### config.mk
export PLATFORM = sky130hd
export DESIGN_NAME = lbo_weigh_counter
export DESIGN_NICKNAME = d
export VERILOG_FILES = /design/src/rtl/lbo_pkg.sv /design/src/rtl/lbo_oz_ctr.sv /design/src/rtl/lbo_dec_ctr.sv /design/src/rtl/lbo_disp_latch.sv /design/src/rtl/lbo_weigh_counter.sv
export SDC_FILE = /design/constraint.sdc
export NUM_CORES = 1
export LEC_CHECK = 0
export BUFFER_PORTS_ARGS = -buffer_cell sky130_fd_sc_hd__buf_2
export CAP_MARGIN = 20
export CORE_ASPECT_RATIO = 1.5
export CORE_UTILIZATION = 33
export CTS_BUF_LIST = sky130_fd_sc_hd__clkbuf_8
export DETAILED_ROUTE_END_ITERATION = 10
export GPL_TIMING_DRIVEN = 0
export PLACE_DENSITY = 0.57
export SYNTH_ARGS = -nofsm -noshare
export SYNTH_HDL_FRONTEND = slang
export SYNTH_SLANG_ARGS = --single-unit
### constraint.sdc
create_clock -name clk -period 5.5 [get_ports clk]
set_clock_uncertainty 0.2 [all_clocks]
set_input_delay 0.275 -clock clk [delete_from_list [all_inputs] [get_ports clk]]
set_output_delay 0.275 -clock clk [all_outputs]
set_load 0.005 [all_outputs]
### src/rtl/lbo_pkg.sv
package lbo_pkg;

  localparam int DIGIT_W = 4;

  typedef logic [DIGIT_W-1:0] bcd_t;

  // Next state of one decade stage.
  function automatic bcd_t dec_next(input bcd_t d);
    return (d >= 4'd9) ? 4'd0 : d + 4'd1;
  endfunction

  // Shift-and-add-3 conversion of a value below 100 into {tens, units}.
  function automatic logic [7:0] bin_to_bcd8(input logic [7:0] v);
    logic [3:0] tens;
    logic [3:0] units;
    tens  = 4'd0;
    units = 4'd0;
    for (int i = 7; i >= 0; i--) begin
      if (units >= 4'd5) units = units + 4'd3;
      if (tens  >= 4'd5) tens  = tens  + 4'd3;
      tens  = {tens[2:0], units[3]};
      units = {units[2:0], v[i]};
    end
    return {tens, units};
  endfunction

  // True when every 4-bit digit in a packed field is a legal BCD value.
  function automatic logic digits_ok(input logic [31:0] f, input int n);
    logic ok;
    ok = 1'b1;
    for (int i = 0; i < 8; i++) begin
      if (i < n && f[i*4 +: 4] > 4'd9) ok = 1'b0;
    end
    return ok;
  endfunction

endpackage

### src/rtl/lbo_oz_ctr.sv
module lbo_oz_ctr #(
  parameter int OZ_BITS = 4
) (
  input  logic               clk,
  input  logic               rst_n,
  input  logic               clr_i,
  input  logic               step_i,
  output logic [OZ_BITS-1:0] val_o,
  output logic               roll_o
);
  localparam logic [OZ_BITS-1:0] OZ_MAX = {OZ_BITS{1'b1}};

  logic [OZ_BITS-1:0] cnt_q;

  always_ff @(posedge clk or negedge rst_n) begin
    if (!rst_n)      cnt_q <= '0;
    else if (clr_i)  cnt_q <= '0;
    else if (step_i) cnt_q <= cnt_q + 1'b1;
  end

  assign val_o  = cnt_q;
  assign roll_o = step_i && (cnt_q == OZ_MAX);
endmodule

### src/rtl/lbo_dec_ctr.sv
module lbo_dec_ctr
  import lbo_pkg::*;
(
  input  logic clk,
  input  logic rst_n,
  input  logic clr_i,
  input  logic step_i,
  output bcd_t dig_o,
  output logic roll_o
);
  bcd_t dig_q;

  always_ff @(posedge clk or negedge rst_n) begin
    if (!rst_n)      dig_q <= '0;
    else if (clr_i)  dig_q <= '0;
    else if (step_i) dig_q <= dec_next(dig_q);
  end

  assign dig_o  = dig_q;
  assign roll_o = step_i && (dig_q == 4'd9);
endmodule

### src/rtl/lbo_disp_latch.sv
module lbo_disp_latch
  import lbo_pkg::*;
#(
  parameter int OZ_BITS   = 4,
  parameter int LB_DIGITS = 2,
  localparam int LB_W     = LB_DIGITS * DIGIT_W
) (
  input  logic               clk,
  input  logic               rst_n,
  input  logic               load_i,
  input  logic               ovr_i,
  input  logic [OZ_BITS-1:0] oz_i,
  input  logic [LB_W-1:0]    lb_i,
  output logic               hund_o,
  output logic [LB_W-1:0]    lb_o,
  output bcd_t               oz_tens_o,
  output bcd_t               oz_units_o
);
  logic [7:0] oz_bcd;

  assign oz_bcd = bin_to_bcd8(8'(oz_i));

  always_ff @(posedge clk or negedge rst_n) begin
    if (!rst_n) begin
      hund_o     <= 1'b0;
      lb_o       <= '0;
      oz_tens_o  <= '0;
      oz_units_o <= '0;
    end else if (load_i) begin
      hund_o     <= ovr_i;
      lb_o       <= lb_i;
      oz_tens_o  <= oz_bcd[7:4];
      oz_units_o <= oz_bcd[3:0];
    end
  end
endmodule

### src/rtl/lbo_weigh_counter.sv
module lbo_weigh_counter
  import lbo_pkg::*;
#(
  parameter int OZ_BITS   = 4,
  parameter int LB_DIGITS = 2,
  localparam int LB_W     = LB_DIGITS * DIGIT_W
) (
  input  logic            clk,
  input  logic            rst_n,
  input  logic            pulse_i,
  input  logic            clear_i,
  input  logic            eoc_i,
  input  logic            ovr_i,
  output logic            hund_o,
  output logic [LB_W-1:0] lb_bcd_o,
  output logic [3:0]      oz_tens_o,
  output logic [3:0]      oz_units_o,
  output logic            carry_o
);
  logic [OZ_BITS-1:0] oz_val;
  logic [LB_DIGITS:0] roll_chain;
  logic [LB_W-1:0]    lb_val;
  logic               wrap_evt;
  logic               latch_evt;
  logic               carry_q;

  lbo_oz_ctr #(.OZ_BITS(OZ_BITS)) oz_i (
    .clk    (clk),
    .rst_n  (rst_n),
    .clr_i  (clear_i),
    .step_i (pulse_i),
    .val_o  (oz_val),
    .roll_o (roll_chain[0])
  );

  for (genvar g = 0; g < LB_DIGITS; g++) begin : g_lb
    lbo_dec_ctr dec_i (
      .clk    (clk),
      .rst_n  (rst_n),
      .clr_i  (clear_i),
      .step_i (roll_chain[g]),
      .dig_o  (lb_val[g*DIGIT_W +: DIGIT_W]),
      .roll_o (roll_chain[g+1])
    );
  end

  assign wrap_evt  = roll_chain[LB_DIGITS];
  assign latch_evt = eoc_i;

  always_ff @(posedge clk or negedge rst_n) begin
    if (!rst_n) carry_q <= 1'b0;
    else        carry_q <= wrap_evt && !clear_i;
  end
  assign carry_o = carry_q;

  lbo_disp_latch #(.OZ_BITS(OZ_BITS), .LB_DIGITS(LB_DIGITS)) disp_i (
    .clk        (clk),
    .rst_n      (rst_n),
    .load_i     (latch_evt),
    .ovr_i      (ovr_i),
    .oz_i       (oz_val),
    .lb_i       (lb_val),
    .hund_o     (hund_o),
    .lb_o       (lb_bcd_o),
    .oz_tens_o  (oz_tens_o),
    .oz_units_o (oz_units_o)
  );
endmodule

Word-level counts from Yosys, hierarchy flattened
Index checks and enable logic that the tools add are counted.

Memories: 0. RAM bits: 0. Register bits: 27. Latch bits: 0. ROM bits: 0. Word-level logic and storage cells: 35.

Reduce and logical (&&, ||, !) cells: 8. Multiply operators: 0. $add $sub $neg: 4. Equal/unequal tests: 3. Shifts and indexed selects: 0. Muxes and demuxes: 9. Bitwise logic cells: 0. Divide/modulo/power cells: 0. $lt $le $gt $ge: 3.

Operator list (count): 2-to-1 mux 4 bit (9); adder 4 x 1 -> 4 bit (second input constant) (3); == test 4 bit (second input constant) (3); >= comparator 4 bit (second input constant) (2); nonzero test 2 bit (3); adder 3 x 2 -> 4 bit (second input constant) (1); logical AND 1 bit (4); >= comparator 3 bit (second input constant) (1); zero test 1 bit (1).

Logic depth before layout (Yosys ltp)
Depth in word-level cells: 5. Mapped depth: 5.

Cells and area by module
A second synthesis with hierarchy kept.

Cells, all modules: 122. Area, all modules: 1457.6 um2.

Modules (own cells, without submodules): lbo_disp_latch (sequential area each 350.3 um2, cells an instance 49, area each 650.6 um2, instances 1); lbo_dec_ctr (g_lb[0].dec_i) (sequential area each 100.1 um2, cells an instance 26, area each 271.5 um2, instances 1); lbo_dec_ctr (g_lb[1].dec_i) (sequential area each 100.1 um2, cells an instance 27, area each 269.0 um2, instances 1); lbo_oz_ctr (sequential area each 100.1 um2, cells an instance 18, area each 227.7 um2, instances 1); lbo_weigh_counter (sequential area each 25.0 um2, cells an instance 2, area each 38.8 um2, instances 1).

Worst setup path before layout
Ideal clock, no wire load.

Path type: reg2reg. From: reg g_lb[1].dec_i.dig_q[0]. To: reg g_lb[1].dec_i.dig_q[1]. Path buffers: 0. Stages on the path, launching flop included: 5. Library setup time: 78 ps. Data arrival time: 1522 ps. Slack: 3700 ps. Cells stage by stage: dfrtp_1 -> ha_1 -> or3b_1 -> a2111o_1 -> a21oi_1.

Cells in the longest elaborated chain, start to end: 4. Elaborated cells between the ends (all ways): 5.

RTL lines: start, declared (line lbo_dec_ctr.sv:11) `bcd_t dig_q;`; start signal, assigned (line lbo_dec_ctr.sv:16) `else if (step_i) dig_q <= dec_next(dig_q);`; adder 4 x 1 -> 4 bit / >= comparator 4 bit (equally long branches) (line lbo_pkg.sv:9) `return (d >= 4'd9) ? 4'd0 : d + 4'd1;`; 2-to-1 mux 4 bit (*) (line lbo_pkg.sv:9); 2-to-1 mux 4 bit (*) (line lbo_dec_ctr.sv:16); 2-to-1 mux 4 bit (*) (line lbo_dec_ctr.sv:15) `else if (clr_i) dig_q <= '0;`.

Every way passes the cells marked *; elsewhere a longest branch is shown, timed or not. The select of a mux whose other input is x is not followed. A chain may end at the register's enable or synchronous reset.

Worst setup path in the final report
From: reg g_lb[1].dec_i.dig_q[1]. To: reg g_lb[1].dec_i.dig_q[1].

The elaborated chain is that of the path after synthesis.

==> results.sh <==
export IMPL_max_freq_mhz=508
export IMPL_grt_use_total=0.129
export IMPL_share_comb_of_total_power=0.084
export IMPL_first_pass_iters=4
export IMPL_p_total_mw=0.349
export IMPL_seq_power_share=0.592
export IMPL_synthFlopType="dfrtp_1"
export IMPL_die_area_mm2=0.00454
export IMPL_switching_share=0.239
export IMPL_netlist_area_mm2=0.00141
export IMPL_clkPwrFrac=0.324
export IMPL_grt_max_degree=28
export IMPL_rsz0062_at_grt="no"
export IMPL_leakage_nw=0.797
export IMPL_synthToLayoutAreaGrowth_pct=14.9
export IMPL_rr_worst_depth=5
export IMPL_portBuffers=18
export IMPL_synth_top_area_cell="dfrtp_1"
export IMPL_layout_commonest_cell="dfrtp_1"
export IMPL_setup_viol=0
export IMPL_cts_buffers=3
export IMPL_synth_seq_area_share=0.480
export IMPL_finalMaxSlewViolations=0
export IMPL_avgRoutedWirePerCell_um=13.6
export IMPL_vias_per_cell=5.11
export IMPL_grt_pass1_vias=1032
export IMPL_routed_wl_mm=2.71
export IMPL_p_switching_mw=0.0832
export IMPL_async_flop_share=1.00
export IMPL_gp_congestion=0.756
export IMPL_tns_ns=0
export IMPL_drc_errors=0
export IMPL_num_io_pins=24
export IMPL_postRouteAntennaNets=0
export IMPL_cts_tree="built"
export IMPL_antenna_found_initial=0
export IMPL_worstHoldPathType="input port to flip-flop"
export IMPL_dp_hpwl_mm=2.02
export IMPL_fin_nets=172
export IMPL_tightestPinTransition_ns=0.610
export IMPL_overflow=0
export IMPL_clock_root_buffer="clkbuf_8"
export IMPL_p_per_area_mw_per_mm2=215
export IMPL_path_max_fanout=5
export IMPL_cp_required_ns=5.49
export IMPL_period_share=0.358
export IMPL_arrival_ns=1.96
export IMPL_cts_sinks=27
export IMPL_worstSkewPairLatency_ns=0.27
export IMPL_layout_common_cells="27 x dfrtp_1, 21 x buf_2, 14 x inv_1"
export IMPL_drv_cap=0
export IMPL_yosys_area_top_type_share=0.480
export IMPL_final_hold_viol_count=0
export IMPL_critPathLaunchType="flip-flop"
export IMPL_slew_headroom=0.594
export IMPL_ys_top_cells_by_area="dfrtp_1 48%, ha_1 8.9%, mux2_2 8.0%"
export IMPL_synth_edf_count=0
export IMPL_drt_iter0_drc=10
export IMPL_hold_depth=2
export IMPL_diodes=0
export IMPL_critPathCaptureType="flip-flop"
export IMPL_core_mm2=0.00403
export IMPL_grt_pass1_wl_mm=4.62
export IMPL_ir_worst_vdd_uv=118
export IMPL_max_clock_path_buffers=2
export IMPL_p_int_mw=0.266
export IMPL_synth_warning_count=0
export IMPL_clkTransAtPathRegs_ns=0.09
export IMPL_outcome="finished, final reports clean"
export IMPL_synthCells=130
export IMPL_initial_utilization=0.350
export IMPL_synth_distinct_cells=39
export IMPL_vias=1022
export IMPL_cts_htree_levels=1
export IMPL_die_w_um=55.4
export IMPL_die_h_um=82.0
export IMPL_period_needed_ns=1.97
export IMPL_critical_path_class="flip-flop to flip-flop"
export IMPL_synth_seq_cells=27
export IMPL_syn_avg_cell_area_um2=10.8
export IMPL_drive_gt1_frac=0.252
export IMPL_rows=28
[synthesized netlist by cell type, drive strengths merged, types with 2 or more instances]
| cell type | number |
|---|---|
| dfrtp | 27 |
| buf | 6 |
| clkbuf | 2 |
| nor2 | 10 |
| nand2b | 2 |
| o21ai | 9 |
| o211ai | 4 |
| a21oi | 2 |
| nand2 | 4 |
| o311ai | 2 |
| ha | 10 |
| mux2 | 10 |
| inv | 14 |
| o31ai | 2 |
| nand4 | 2 |
| a2111o | 2 |
| xnor2 | 2 |
[state kept, by name, indices dropped and copies added (netlist names)]
signal             cells
oz_i.val_o             4
disp_i.oz_units_o      4
g_lb.dec_i.dig_o       8
disp_i.hund_o          1
disp_i.lb_o            8
disp_i.oz_tens_o       1
carry_o                1
[power by group through the flow]
stage | Sequential [mW] | Combinational (mW) | Clock (mW)
6_report | 0.207 | 0.0293 | 0.113
5_1_grt | 0.208 | 0.0333 | 0.124
4_1_cts | 0.207 | 0.0301 | 0.119
3_5_place_dp | 0.211 | 0.0295 | 0
3_3_place_gp | 0.210 | 0.0281 | 0
2_1_floorplan | 0.210 | 0.0171 | 0
[worst paths after layout]
check                                  startpoint                      to  slack, ns
max                        g_lb[1].dec_i.dig_o[1]  g_lb[1].dec_i.dig_o[1]       3.53
min                                         ovr_i           disp_i.hund_o       0.03
max reg2reg                g_lb[1].dec_i.dig_o[1]  g_lb[1].dec_i.dig_o[1]       3.53
min reg2reg                  disp_i.oz_units_o[2]    disp_i.oz_units_o[2]       0.28
max in group asynchronous                   rst_n           disp_i.hund_o       4.37
min in group asynchronous                   rst_n          disp_i.lb_o[1]       0.34
[layer usage]
metal,vias to the layer above,GRT usage,wire length [um],part of all wire
met5,-,0,0,0
met4,0,0.0725,42,0.015
met3,4,0.0157,58,0.021
met2,14,0.247,1530,0.56
met1,501,0.137,1080,0.40
li1,503,-,-,-
[stage by stage]
step                setup WS, ns  instances  utilization  hold slack [ns]  area [um2]
finish                      3.53        200        0.402           0.0277        1620
global route                3.42        200        0.402           0.0347        1620
CTS                         3.52        200        0.402           0.0170        1620
detailed placement          3.55        195        0.388            0.138        1560
global placement            3.58        195        0.388            0.118        1560
floorplan                   3.70        132            -           -0.221        1420
[area by class of cell]
class	instances	area [um2]
multi-input combinational	83	643
tap	45	56.3
clock buffer	3	41.3
timing repair buffer	19	100
clock inverter	1	5.00
inverter	14	52.6
sequential	27	676
buffer	8	45.0
fill	401	2410
[what timing repair did]
| item | 4_1_cts | 5_1_grt |
|---|---|---|
| gates resized for setup | 0 | 0 |
| endpoints found under the hold margin | 27 | 0 |
| hold buffers | 1 | 0 |
| setup buffers | 0 | 0 |
[cells by family (layout without fill, tap and decap cells)]
family	after synthesis	count (layout)	share of synthesized area
adders and majority gates	10	10	0.0888
muxes	11	11	0.0870
DFF	27	27	0.480
AOI/OAI and AO/OA	28	28	0.139
other	1	3	0.00266
buffers and inverters	22	45	0.0693
xor gates and xnor gates	3	3	0.0187
and+or+nand+nor	28	28	0.115
[worst max-delay path, cell delays in order (launching register included)]
cell and delay (ns):
dfrtp_1 0.43, inv_1 0.09, ha_1 0.21, or3b_1 0.38, a2111o_1 0.42, a21oi_1 0.16
(Power assumes the default switching activity.)
